## src/rtl/mbx_pkg.sv

```systemverilog
package mbx_pkg;

  // Events decoded from one port's strobes in one cycle.
  typedef struct packed {
    logic set_peer;  // write that raises the other port's flag
    logic clr_own;   // read that clears this port's flag
  } mbx_evt_t;

  // Mailbox word address: all ones for the right box, one lower for the left.
  function automatic logic [63:0] mbox_addr(input int aw, input bit right_box);
    logic [63:0] top;
    top = (64'd1 << aw) - 64'd1;
    return right_box ? top : top - 64'd1;
  endfunction

  // Next flag state: a set wins over a clear in the same cycle.
  function automatic logic flag_next(input logic cur, input logic set, input logic clr);
    return set | (cur & ~clr);
  endfunction

endpackage

```

## src/rtl/mbx_port_dec.sv

```systemverilog
module mbx_port_dec
  import mbx_pkg::*;
#(
  parameter int AW = 15,
  parameter bit OWN_RIGHT = 1'b0
) (
  input  logic          en,
  input  logic          we,
  input  logic          oe,
  input  logic          busy,
  input  logic [AW-1:0] addr,
  output mbx_evt_t      evt
);

  localparam logic [63:0] OWN_BOX  = mbox_addr(AW, OWN_RIGHT);
  localparam logic [63:0] PEER_BOX = mbox_addr(AW, !OWN_RIGHT);

  logic [63:0] addr_x;
  logic hit_own, hit_peer, is_wr, is_rd;

  assign addr_x   = {{(64-AW){1'b0}}, addr};
  assign hit_own  = (addr_x == OWN_BOX);
  assign hit_peer = (addr_x == PEER_BOX);
  assign is_wr    = en & we & ~busy;
  assign is_rd    = en & ~we & oe & ~busy;

  assign evt.set_peer = is_wr & hit_peer;
  assign evt.clr_own  = is_rd & hit_own;

endmodule

```

## src/rtl/mbx_flag.sv

```systemverilog
module mbx_flag
  import mbx_pkg::*;
(
  input  logic clk,
  input  logic rst_n,
  input  logic set,
  input  logic clr,
  output logic irq_n
);

  logic pend_q;

  always_ff @(posedge clk or negedge rst_n) begin
    if (!rst_n) pend_q <= 1'b0;
    else        pend_q <= flag_next(pend_q, set, clr);
  end

  assign irq_n = ~pend_q;

endmodule

```

## src/rtl/mbx_irq_top.sv

```systemverilog
module mbx_irq_top
  import mbx_pkg::*;
#(
  parameter int AW = 15
) (
  input  logic          clk,
  input  logic          rst_n,
  input  logic          lt_en,
  input  logic          lt_we,
  input  logic          lt_oe,
  input  logic [AW-1:0] lt_addr,
  input  logic          lt_busy,
  output logic          lt_irq_n,
  input  logic          rt_en,
  input  logic          rt_we,
  input  logic          rt_oe,
  input  logic [AW-1:0] rt_addr,
  input  logic          rt_busy,
  output logic          rt_irq_n
);

  localparam int NP = 2;  // index 0 = left, 1 = right

  logic [NP-1:0]   p_en, p_we, p_oe, p_busy, p_irq_n;
  logic [AW-1:0]   p_addr [NP];
  mbx_evt_t        p_evt  [NP];

  // Named events, also observed by the checker.
  logic [NP-1:0]   set_flag, clr_flag;

  assign p_en   = {rt_en,   lt_en};
  assign p_we   = {rt_we,   lt_we};
  assign p_oe   = {rt_oe,   lt_oe};
  assign p_busy = {rt_busy, lt_busy};
  assign p_addr[0] = lt_addr;
  assign p_addr[1] = rt_addr;

  for (genvar g = 0; g < NP; g++) begin : g_port
    mbx_port_dec #(.AW(AW), .OWN_RIGHT(g == 1)) u_dec (
      .en   (p_en[g]),
      .we   (p_we[g]),
      .oe   (p_oe[g]),
      .busy (p_busy[g]),
      .addr (p_addr[g]),
      .evt  (p_evt[g])
    );

    // A flag is set by the opposite port and cleared by its owner.
    assign set_flag[g] = p_evt[NP-1-g].set_peer;
    assign clr_flag[g] = p_evt[g].clr_own;

    mbx_flag u_flag (
      .clk   (clk),
      .rst_n (rst_n),
      .set   (set_flag[g]),
      .clr   (clr_flag[g]),
      .irq_n (p_irq_n[g])
    );
  end

  assign lt_irq_n = p_irq_n[0];
  assign rt_irq_n = p_irq_n[1];

endmodule

```

## config.mk

```make
export PLATFORM = sky130hd
export DESIGN_NAME = mbx_irq_top
export DESIGN_NICKNAME = d
export VERILOG_FILES = /design/src/rtl/mbx_pkg.sv /design/src/rtl/mbx_port_dec.sv /design/src/rtl/mbx_flag.sv /design/src/rtl/mbx_irq_top.sv
export SDC_FILE = /design/constraint.sdc
export NUM_CORES = 1
export LEC_CHECK = 0
export BUFFER_PORTS_ARGS = -buffer_cell sky130_fd_sc_hd__buf_2
export CORE_AREA = 2 2 39 41
export DETAILED_ROUTE_END_ITERATION = 6
export DIE_AREA = 0 0 41 43
export PLACE_DENSITY_LB_ADDON = 0.1
export RECOVER_POWER = 50
export SYNTH_ARGS = -nofsm -noshare
export SYNTH_HDL_FRONTEND = slang
export SYNTH_HIERARCHICAL = 1
export SYNTH_SLANG_ARGS = --single-unit
```

## constraint.sdc

```tcl
create_clock -name clk -period 1 [get_ports clk]
set_input_delay 0.05 -clock clk [delete_from_list [all_inputs] [get_ports clk]]
set_output_delay 0.05 -clock clk [all_outputs]
set_load 0.02 [all_outputs]
```

==> impl_metrics.csv, run 1 <==
group,metric,value,unit
cells_and_area,layoutNonFillerInstCount,82,
run_status,status,"complete, no violations",
sta,setup_viol,0,
floorplanning,die_area,1760,µm²
floorplanning,die_w,41,µm
drt,drtIter0Drc,8,
drt,route.detailed.wl_per_inst,9.20,µm
setup_path,crit_arrival,0.96,ns
cells_and_area,drive_above_1_share,72.7,%
sta,fin_skew,0,ns
cells_and_area,antenna_cells,0,
power,powerDensity,774,nW/µm²
sta,slew_viol_final,0,
global_routing,first_global_vias,322,
sta,holdWs,0.137,ns
global_routing,grt_first_pass_wirelength,1070,µm
floorplanning,core-area,1380,µm²
floorplanning,chipHeight,43,µm
synthesis,syn_inst,21,
drt,viasPerCell,4.01,
drt,antenna_left,0,
run,max-cap-violations,0,
drt,vias,329,
synthesis,yosys_warnings,6,
place,gp_congestion,0.664,
sta,tns,0,ns
clocking,tritoncts,"yes",
synthesis,synth_area_per_cell,8.76,µm²
drt,dr.pass1.iters,4,
cells_and_area,largest_reg_flops,2,
power,cellLeakagePower,0.000249,µW
clocking,numCtsBuffers,3,
setup_path,critPathRequiredTime,1.10,ns
clocking,path_clk_slew,0.03,ns
global_routing,grt_antenna_before_repair,0,
sta,max_slew_margin,79.1,%
drt,wirelength,754,µm
clocking,clock_sinks,2,
floorplanning,start_util,13.3,%
floorplanning,num_io_pins,42,
setup_path,rrSetupSlack,0.40,ns
global_routing,grt_max_degree,3,
setup_path,cp_max_fo,2,
cells_and_area,final_core_util,31.8,%
sta,period_needed,0.854,ns
clocking,clk_latency,0.22,ns
drt,route.detailed.drc,0,
synthesis,ys_ff_latch,2,
synthesis,seq_area_frac_synth,27.2,%
sta,period_share,85.4,%
setup_path,end_kind,"flop",
clocking,clockRootBuffer,"clkbuf_4",
cells_and_area,nets,108,
setup_path,critPathLaunchType,"input pin",
global_routing,grt_use_total,9.09,%
synthesis,synth_cell_types,10,
place,portBuffers,41,
worst_hold_path,hold_class,"input pin to flop",
sta,fmax,1170,MHz
cells_and_area,reg_top3,"g_port.u_flag/pend_q x2",
synthesis,netlist_area,184,µm²
clocking,h-tree-depth,1,
power,peakVddDrop,0.000131,V
global_routing,gr-total-overflow,0,
setup_path,path_class,"input pin to flop",
sta,worstMarginPinSlew,0.311,ns
synthesis,synth_nets,61,
floorplanning,rows,14,
cells_and_area,syn_to_final_growth,139,%
cells_and_area,top_register,"g_port.u_flag/pend_q",
sta,grt_setup_unrepaired,"no",
clocking,clk_path_buf_depth,2,
sta,final-hold-violation-count,0,
place,place_inst,78,
clocking,cts_resized,0,
-- logic make-up (layout without fill, tap and decap cells) --
group           after synthesis  in the layout  share of synthesized area, %
simple gates                 15             15                          56.5
compound gates                2              2                          12.2
flops                         2              2                          27.2
buf+inv                       2             47                          4.08
-- power breakdown --
part           switching [µW]  internal (µW)
clock network            43.5            132
registers             0.00558           81.6
logic                    23.4           60.1
-- final timing paths --
check | to | cells past startpoint | startpoint
max | g_port[1].u_flag/pend_q | 5 | rt_busy
min | g_port[0].u_flag/pend_q | 3 | lt_oe
max reg2reg | g_port[0].u_flag/pend_q | 2 | g_port[0].u_flag/pend_q
min reg2reg | g_port[1].u_flag/pend_q | 2 | g_port[1].u_flag/pend_q
max in group asynchronous | g_port[1].u_flag/pend_q | 2 | rst_n
min in group asynchronous | g_port[0].u_flag/pend_q | 2 | rst_n
-- cell usage after synthesis --
cell / n / area share (%)
o21bai_2: 2 / 12
nand4b_1: 2 / 9.5
and4b_1: 1 / 5.4
dfrtp_1: 2 / 27
nand4_1: 6 / 20
and3b_2: 1 / 5.4
and3_1: 2 / 6.8
nor4_1: 2 / 6.8
nor2_1: 1 / 2.0
inv_2: 2 / 4.1
-- per-stage QoR --
step                      power, µW  setup WS (ns)  area (µm²)
after global placement          163        -0.0947         409
after detailed placement        164         -0.101         409
final                           341          0.146         440
after floorplan                90.5          0.121         184
after CTS                       355          0.138         442
after global routing            372         0.0450         440
-- what timing repair did --
item | in CTS | in global routing
endpoints found under the hold margin | 2 | 0
setup buffers | 0 | 0
hold buffers | 1 | 0
-- cell usage in the layout (no fill, tap or decap) --
cell / netlist / layout
and3_1: 2 / 2
and3b_2: 1 / 1
and4b_1: 1 / 1
buf_2: 0 / 40
clkbuf_1: 0 / 1
clkbuf_4: 0 / 3
dfrtp_1: 2 / 2
dlygate4sd3_1: 0 / 1
inv_2: 2 / 2
nand4_1: 6 / 6
nand4b_1: 2 / 2
nor2_1: 1 / 1
nor4_1: 2 / 2
o21bai_2: 2 / 2
-- worst max-delay path: stages --
cell	delay [ns]
buf_2	0.09
nand4b_1	0.15
nor4_1	0.35
and4b_1	0.26
o21bai_2	0.06
-- per-layer routing --
layer | wire length (µm) | up-vias | global-route usage [%]
li1 | - | 180 | -
met1 | 264 | 140 | 6.01
met2 | 468 | 9 | 17.8
met3 | 22 | 0 | 1.57
met4 | 0 | 0 | 8.00
met5 | 0 | - | 0
-- area by class of cell --
cell class	instances	area, µm²
repair buffers	42	214
well taps	16	20.0
fillers	155	943
inverters	2	7.51
clock buffers	3	22.5
flip-flops and latches	2	50.0
multi-input cells	17	126
Power figures use the tool's default switching activity.
==> inputs of run 2 (changes only) <==
==> constraint.sdc (replaced) <==
create_clock -name clk -period 0.8 [get_ports clk]
set_input_delay 0.04 -clock clk [delete_from_list [all_inputs] [get_ports clk]]
set_output_delay 0.04 -clock clk [all_outputs]
set_load 0.1 [all_outputs]
==> run 2 against run 1 <==
Against the previous run:
- the flow now finishes with violations (setup timing)
- highest routed layer unchanged
- clock skew stayed put
- cell count is 2.4% higher
- power rose by 27%
- critical path type is now flop to output pin
- via count is 10% higher
- count of clock-buffer cells in the layout unchanged
- critical path depth fell by 3
- die area did not move
- design area increased by 15%
- largest power group unchanged
- global-route usage grew 1.5 points
==> impl_metrics.csv, run 2 (synthesis gave the netlist of run 1 again) <==
group,metric,value,unit
clocking,numCtsBuffers,3,
setup_path,reg2reg_from,"g_port[0].u_flag/pend_q",
power,power,433,µW
cells_and_area,mostFrequentLayoutCells,"38 x buf_2, 6 x nand4_1, 3 x clkbuf_4",
power,cellLeakagePower,0.000262,µW
drt,route.detailed.wl_per_inst,8.73,µm
power,peakVddDrop,0.000236,V
setup_path,slowest_stage,"dfrtp_1",
run_status,status,"complete, but fails checks",
drt,vias,362,
cells_and_area,reg_top3,"g_port.u_flag/pend_q x2",
setup_path,worst_r2r_path_depth,3,
place,place_inst,78,
drt,route.detailed.drc,0,
power,powerDensity,852,nW/µm²
global_routing,grt_first_pass_wirelength,1260,µm
setup_path,path_cells,"clkinv_4 > buf_12",
sta,fin_skew,0,ns
setup_path,end_kind,"output pin",
cells_and_area,antenna_cells,0,
power,clkPwrFrac,51.8,%
setup_path,r2r-end,"g_port[0].u_flag/pend_q",
floorplanning,die_w,41,µm
cells_and_area,layoutNonFillerInstCount,84,
global_routing,gr-total-overflow,0,
place,dp_slack,-0.182,ns
clocking,clk_path_buf_depth,2,
sta,period_share,109,%
floorplanning,num_io_pins,42,
sta,worstMarginPinSlew,0.227,ns
sta,fmax,1150,MHz
setup_path,critPathLaunchType,"flop",
cells_and_area,final_core_util,36.7,%
drt,top_layer,"met3",
sta,period_needed,0.872,ns
power,p_sw,89.6,µW
floorplanning,core-area,1380,µm²
sta,final-hold-violation-count,0,
run_status,violations,"setup timing",
floorplanning,start_util,13.3,%
clocking,h-tree-depth,1,
power,p_int,343,µW
sta,setup_ws,-0.0719,ns
sta,grt_setup_unrepaired,"yes",
setup_path,critPathRequiredTime,0.76,ns
drt,wirelength,733,µm
cells_and_area,top_register,"g_port.u_flag/pend_q",
power,p_comb_share,24.7,%
cells_and_area,stdcell_area,508,µm²
clocking,clockRootBuffer,"clkbuf_4",
cells_and_area,multi_input_area,139,µm²
global_routing,grt_use_total,10.6,%
floorplanning,rows,14,
sta,max_slew_margin,84.8,%
clocking,path_clk_slew,0.03,ns
setup_path,cp_max_fo,2,
cells_and_area,regArea,50.0,µm²
power,seqPwrFrac,23.6,%
cells_and_area,nets,110,
cells_and_area,drive_above_1_share,76.5,%
global_routing,grt_antenna_before_repair,0,
setup_path,path_class,"flop to output pin",
drt,viasPerCell,4.31,
worst_hold_path,hold_class,"input pin to asynchronous set/reset pin",
sta,slew_viol_final,0,
drt,dr.pass1.iters,2,
clocking,tritoncts,"yes",
drt,met1Wirelength,254,µm
cells_and_area,syn_to_final_growth,176,%
clocking,clk_latency,0.22,ns
sta,setup_viol,2,
global_routing,grt_max_degree,3,
place,portBuffers,41,
setup_path,cpPeakStageDelay,0.39,ns
floorplanning,chipHeight,43,µm
setup_path,crit_arrival,0.83,ns
cells_and_area,layout_commonest_cell,"buf_2",
clocking,clock_sinks,2,
place,gp_congestion,0.597,
drt,drtIter0Drc,3,
cells_and_area,largest_reg_flops,2,
drt,wl_met2,388,µm
cells_and_area,fillers,144,
run,max-cap-violations,0,
drt,antenna_left,0,
power,swShare,20.7,%
drt,wl_met3,90,µm
floorplanning,die_area,1760,µm²
place,placed_cell_area,449,µm²
setup_path,rrSetupSlack,0.05,ns
global_routing,first_global_vias,350,
[run 2: cell types whose count changed in the layout (fill, tap and decap cells not counted), sizes merged]
cell / delta
buf: +2
clkinv: +2
inv: -2
[run 2: power groups by stage]
stage / Clock, µW / Sequential, µW / Combinational (µW)
finish: 224 / 102 / 107
global route: 247 / 102 / 122
CTS: 242 / 102 / 106
detailed placement: 0 / 103 / 103
global placement: 0 / 103 / 100
floorplan: 0 / 103 / 10.2
[run 2: critical path, delay by kind of cell, from the launching register on]
kind,cells,cell delay [ns]
flops,1,0.39
buf+inv,2,0.22
[run 2: worst max path at each step]
stage / startpoint / endpoint / slack [ns]
CTS: g_port[0].u_flag/pend_q / lt_irq_n / -0.11
floorplan: rt_addr[14] / g_port[1].u_flag/pend_q / -0.001
global placement: rt_busy / g_port[1].u_flag/pend_q / -0.16
global route: g_port[0].u_flag/pend_q / lt_irq_n / -0.10
finish: g_port[0].u_flag/pend_q / lt_irq_n / -0.07
detailed placement: rt_busy / g_port[1].u_flag/pend_q / -0.18
[run 2: metrics by stage]
| stage | TNS (ns) | hold slack, ns |
|---|---|---|
| 3_5_place_dp | -0.329 | -0.172 |
| 6_report | -0.141 | 0.132 |
| 2_1_floorplan | -0.00113 | -0.256 |
| 4_1_cts | -0.214 | 0.117 |
| 5_1_grt | -0.189 | 0.162 |
| 3_3_place_gp | -0.319 | -0.172 |
[run 2: layout make-up]
| type | instances | area share (%) |
|---|---|---|
| flip-flops and latches | 2 | 9.85 |
| repair buffers | 44 | 51.0 |
| well taps | 16 | 3.94 |
| multi-input cells | 17 | 27.3 |
| inverters | 2 | 3.45 |
| clock buffers | 3 | 4.43 |
[run 2: timing repair]
item / CTS / global route
setup buffers: 2 / 0
setup endpoints to repair: 2 / 4
gates resized for setup: 0 / 4
hold buffers: 1 / 0
hold endpoints to repair: 2 / 0
[run 2: routing by layer]
layer / vias to the layer above / global-route usage [%]
met3: 0 / 3.14
met5: - / 0
met4: 0 / 8.00
li1: 183 / -
met1: 156 / 11.5
met2: 23 / 16.3
==> inputs of run 3 (changes only) <==
--- a/config.mk
+++ b/config.mk
@@ -5,12 +5,14 @@
 export SDC_FILE = /design/constraint.sdc
 export NUM_CORES = 1
 export LEC_CHECK = 0
+export ABC_AREA = 1
 export BUFFER_PORTS_ARGS = -buffer_cell sky130_fd_sc_hd__buf_2
 export CORE_AREA = 2 2 39 41
 export DETAILED_ROUTE_END_ITERATION = 6
 export DIE_AREA = 0 0 41 43
 export PLACE_DENSITY_LB_ADDON = 0.1
 export RECOVER_POWER = 50
+export SLEW_MARGIN = 15
 export SYNTH_ARGS = -nofsm -noshare
 export SYNTH_HDL_FRONTEND = slang
 export SYNTH_HIERARCHICAL = 1
==> run 3 against run 2 <==
Against the previous run:
- design area grew 12%
- core utilization grew 4.3 points
- count of clock-buffer cells in the layout is the same
- fmax shrank 5.5%
- non-clock buffer count is the same
- highest routed layer unchanged
- via count grew 27%
- die area is the same
- cell count grew 40%
- clock skew is the same
- the run still ends with setup timing left
- power grew 4.6%
- largest power group unchanged
- first-iteration DRC count shrank 33%
==> impl_metrics.csv, run 3 <==
group,metric,value,unit
cells_and_area,syn_to_final_growth,119,%
drt,vias,459,
cells_and_area,mostFrequentLayoutCells,"38 x buf_2, 24 x nand2_1, 12 x nor2_1",
floorplanning,rows,14,
setup_path,crit_arrival,0.88,ns
place,dpl.hpwl,678,µm
cells_and_area,antenna_cells,0,
setup_path,reg2reg_from,"g_port[1].u_flag/pend_q",
power,peakVddDrop,0.000247,V
place,gp_congestion,0.596,
synthesis,synth_nets,95,
floorplanning,die_area,1760,µm²
synthesis,syn_inst,55,
setup_path,end_kind,"output pin",
power,p_int,352,µW
clocking,clock_sinks,2,
synthesis,seq_area_frac_synth,19.3,%
sta,fmax,1080,MHz
cells_and_area,layoutNonFillerInstCount,118,
synthesis,synth_edf_count,0,
clocking,h-tree-depth,1,
cells_and_area,layout_commonest_cell,"buf_2",
synthesis,synth_ff_type,"dfrtp_1",
synthesis,synth_largest_area_cell,"nand2_1",
setup_path,critPathLaunchType,"flop",
cells_and_area,nets,144,
global_routing,first_global_vias,378,
drt,wirelength,738,µm
setup_path,slowest_stage,"dfrtp_1",
sta,fin_skew,0,ns
clocking,clk_latency,0.22,ns
setup_path,cp_max_fo,2,
global_routing,grt_first_pass_wirelength,1150,µm
power,swShare,22.1,%
synthesis,yosysMostFrequentCell,"nand2_1",
synthesis,synthArstFlopShare,100,%
run_status,status,"complete, but fails checks",
cells_and_area,drive_above_1_share,46.1,%
floorplanning,die_w,41,µm
setup_path,path_class,"flop to output pin",
floorplanning,chipHeight,43,µm
synthesis,synthTopCellsByArea,"nand2_1 35%, dfrtp_1 19%, nor2_1 17%",
sta,grt_setup_unrepaired,"yes",
setup_path,critPathRequiredTime,0.76,ns
clocking,path_clk_slew,0.03,ns
drt,route.detailed.drc,0,
sta,final-hold-violation-count,0,
drt,drtIter0Drc,2,
global_routing,grt_use_total,9.32,%
drt,dr.pass1.iters,2,
run_status,violations,"setup timing",
sta,worstMarginPinSlew,0.168,ns
synthesis,yosys_warnings,6,
place,portBuffers,41,
sta,max_slew_margin,88.7,%
place,place_inst,112,
cells_and_area,multi_input_area,168,µm²
power,p_comb_share,29.1,%
sta,period_share,115,%
setup_path,cp_top_family,"flip-flops",
cells_and_area,largest_reg_flops,2,
run,max-cap-violations,0,
global_routing,grt_antenna_before_repair,0,
sta,slew_viol_final,0,
drt,route.detailed.wl_per_inst,6.25,µm
cells_and_area,regArea,50.0,µm²
cells_and_area,stdcell_area,568,µm²
synthesis,synthTopCellsByCount,"24 x nand2_1, 12 x nor2_1, 11 x inv_1",
power,cellLeakagePower,0.000328,µW
sta,period_needed,0.923,ns
power,p_sw,100,µW
setup_path,cpPeakStageDelay,0.38,ns
global_routing,grt_max_degree,3,
clocking,clockRootBuffer,"clkbuf_4",
synthesis,yosysTopAreaCellShare,34.8,%
setup_path,path_cells,"clkinvlp_4 > buf_12",
synthesis,netlist_area,259,µm²
setup_path,worst_r2r_path_depth,3,
global_routing,gr-total-overflow,0,
drt,antenna_left,0,
cells_and_area,top_register,"g_port.u_flag/pend_q",
synthesis,synth_cell_types,7,
setup_path,path_buf_inv,2,
setup_path,r2r-end,"g_port[1].u_flag/pend_q",
cells_and_area,fillers,155,
sta,setup_viol,2,
clocking,tritoncts,"yes",
synthesis,synth_area_per_cell,4.71,µm²
place,placed_cell_area,522,µm²
floorplanning,num_io_pins,42,
setup_path,rrSetupSlack,0.05,ns
clocking,numCtsBuffers,3,
power,clkPwrFrac,48.4,%
power,seqPwrFrac,22.5,%
sta,setup_ws,-0.123,ns
power,powerDensity,797,nW/µm²
cells_and_area,reg_top3,"g_port.u_flag/pend_q x2",
synthesis,ys_ff_latch,2,
worst_hold_path,hold_class,"input pin to asynchronous set/reset pin",
clocking,clk_path_buf_depth,2,
clocking,cts_resized,0,
drt,viasPerCell,3.89,
floorplanning,start_util,18.7,%
floorplanning,core-area,1380,µm²
[run 3: layout make-up]
class | instances | share of cell area (%)
timing repair buffer | 44 | 45.6
clock buffer | 3 | 3.96
inverter | 11 | 8.59
multi-input combinational | 42 | 29.5
sequential | 2 | 8.81
tap | 16 | 3.52
[run 3: routing by layer]
metal | global-route usage (%) | wire length (µm) | vias to the layer above
met5 | 0 | 0 | -
met4 | 8.00 | 0 | 0
met3 | 0 | 89 | 0
met2 | 16.9 | 385 | 23
met1 | 8.63 | 263 | 181
li1 | - | - | 255
[run 3: through the flow]
stage	hold slack (ns)	setup WS [ns]	util, %	power, µW	setup TNS, ns
floorplan	-0.256	-0.0214	-	137	-0.0428
global placement	-0.171	0.0341	37.7	231	0
detailed placement	-0.174	0.0248	37.7	234	0
CTS	0.132	-0.144	40.6	475	-0.267
global route	0.149	-0.153	41.0	498	-0.305
finish	0.138	-0.123	41.0	453	-0.240
[run 3: cell families (layout without fill, tap and decap cells)]
| logic type | count (synthesis) | in the layout | synth area share (%) |
|---|---|---|---|
| simple gates | 42 | 42 | 64.7 |
| buf+inv | 11 | 58 | 15.9 |
| flops | 2 | 2 | 19.3 |
[run 3: timing repair]
item                       CTS  global route
setup endpoints to repair    2             2
buffers inserted             1             1
pin swaps                    0             0
hold endpoints to repair     2             0
hold buffers                 1             0
[run 3: worst max-delay path by stage]
| stage | from | end | slack [ns] | cells after the start |
|---|---|---|---|---|
| final | g_port[1].u_flag/pend_q | rt_irq_n | -0.12 | 2 |
| after global routing | g_port[1].u_flag/pend_q | rt_irq_n | -0.15 | 2 |
| after CTS | g_port[0].u_flag/pend_q | lt_irq_n | -0.14 | 2 |
| after detailed placement | lt_busy | g_port[0].u_flag/pend_q | 0.02 | 7 |
| after global placement | lt_addr[10] | g_port[0].u_flag/pend_q | 0.03 | 8 |
| after floorplan | g_port[0].u_flag/pend_q | lt_irq_n | -0.02 | 1 |
[run 3: power by group through the flow]
stage	sequential, µW	clock [µW]	combinational, µW
2_1_floorplan	103	0	33.9
3_3_place_gp	103	0	128
3_5_place_dp	103	0	131
4_1_cts	102	238	135
5_1_grt	102	243	153
6_report	102	219	132
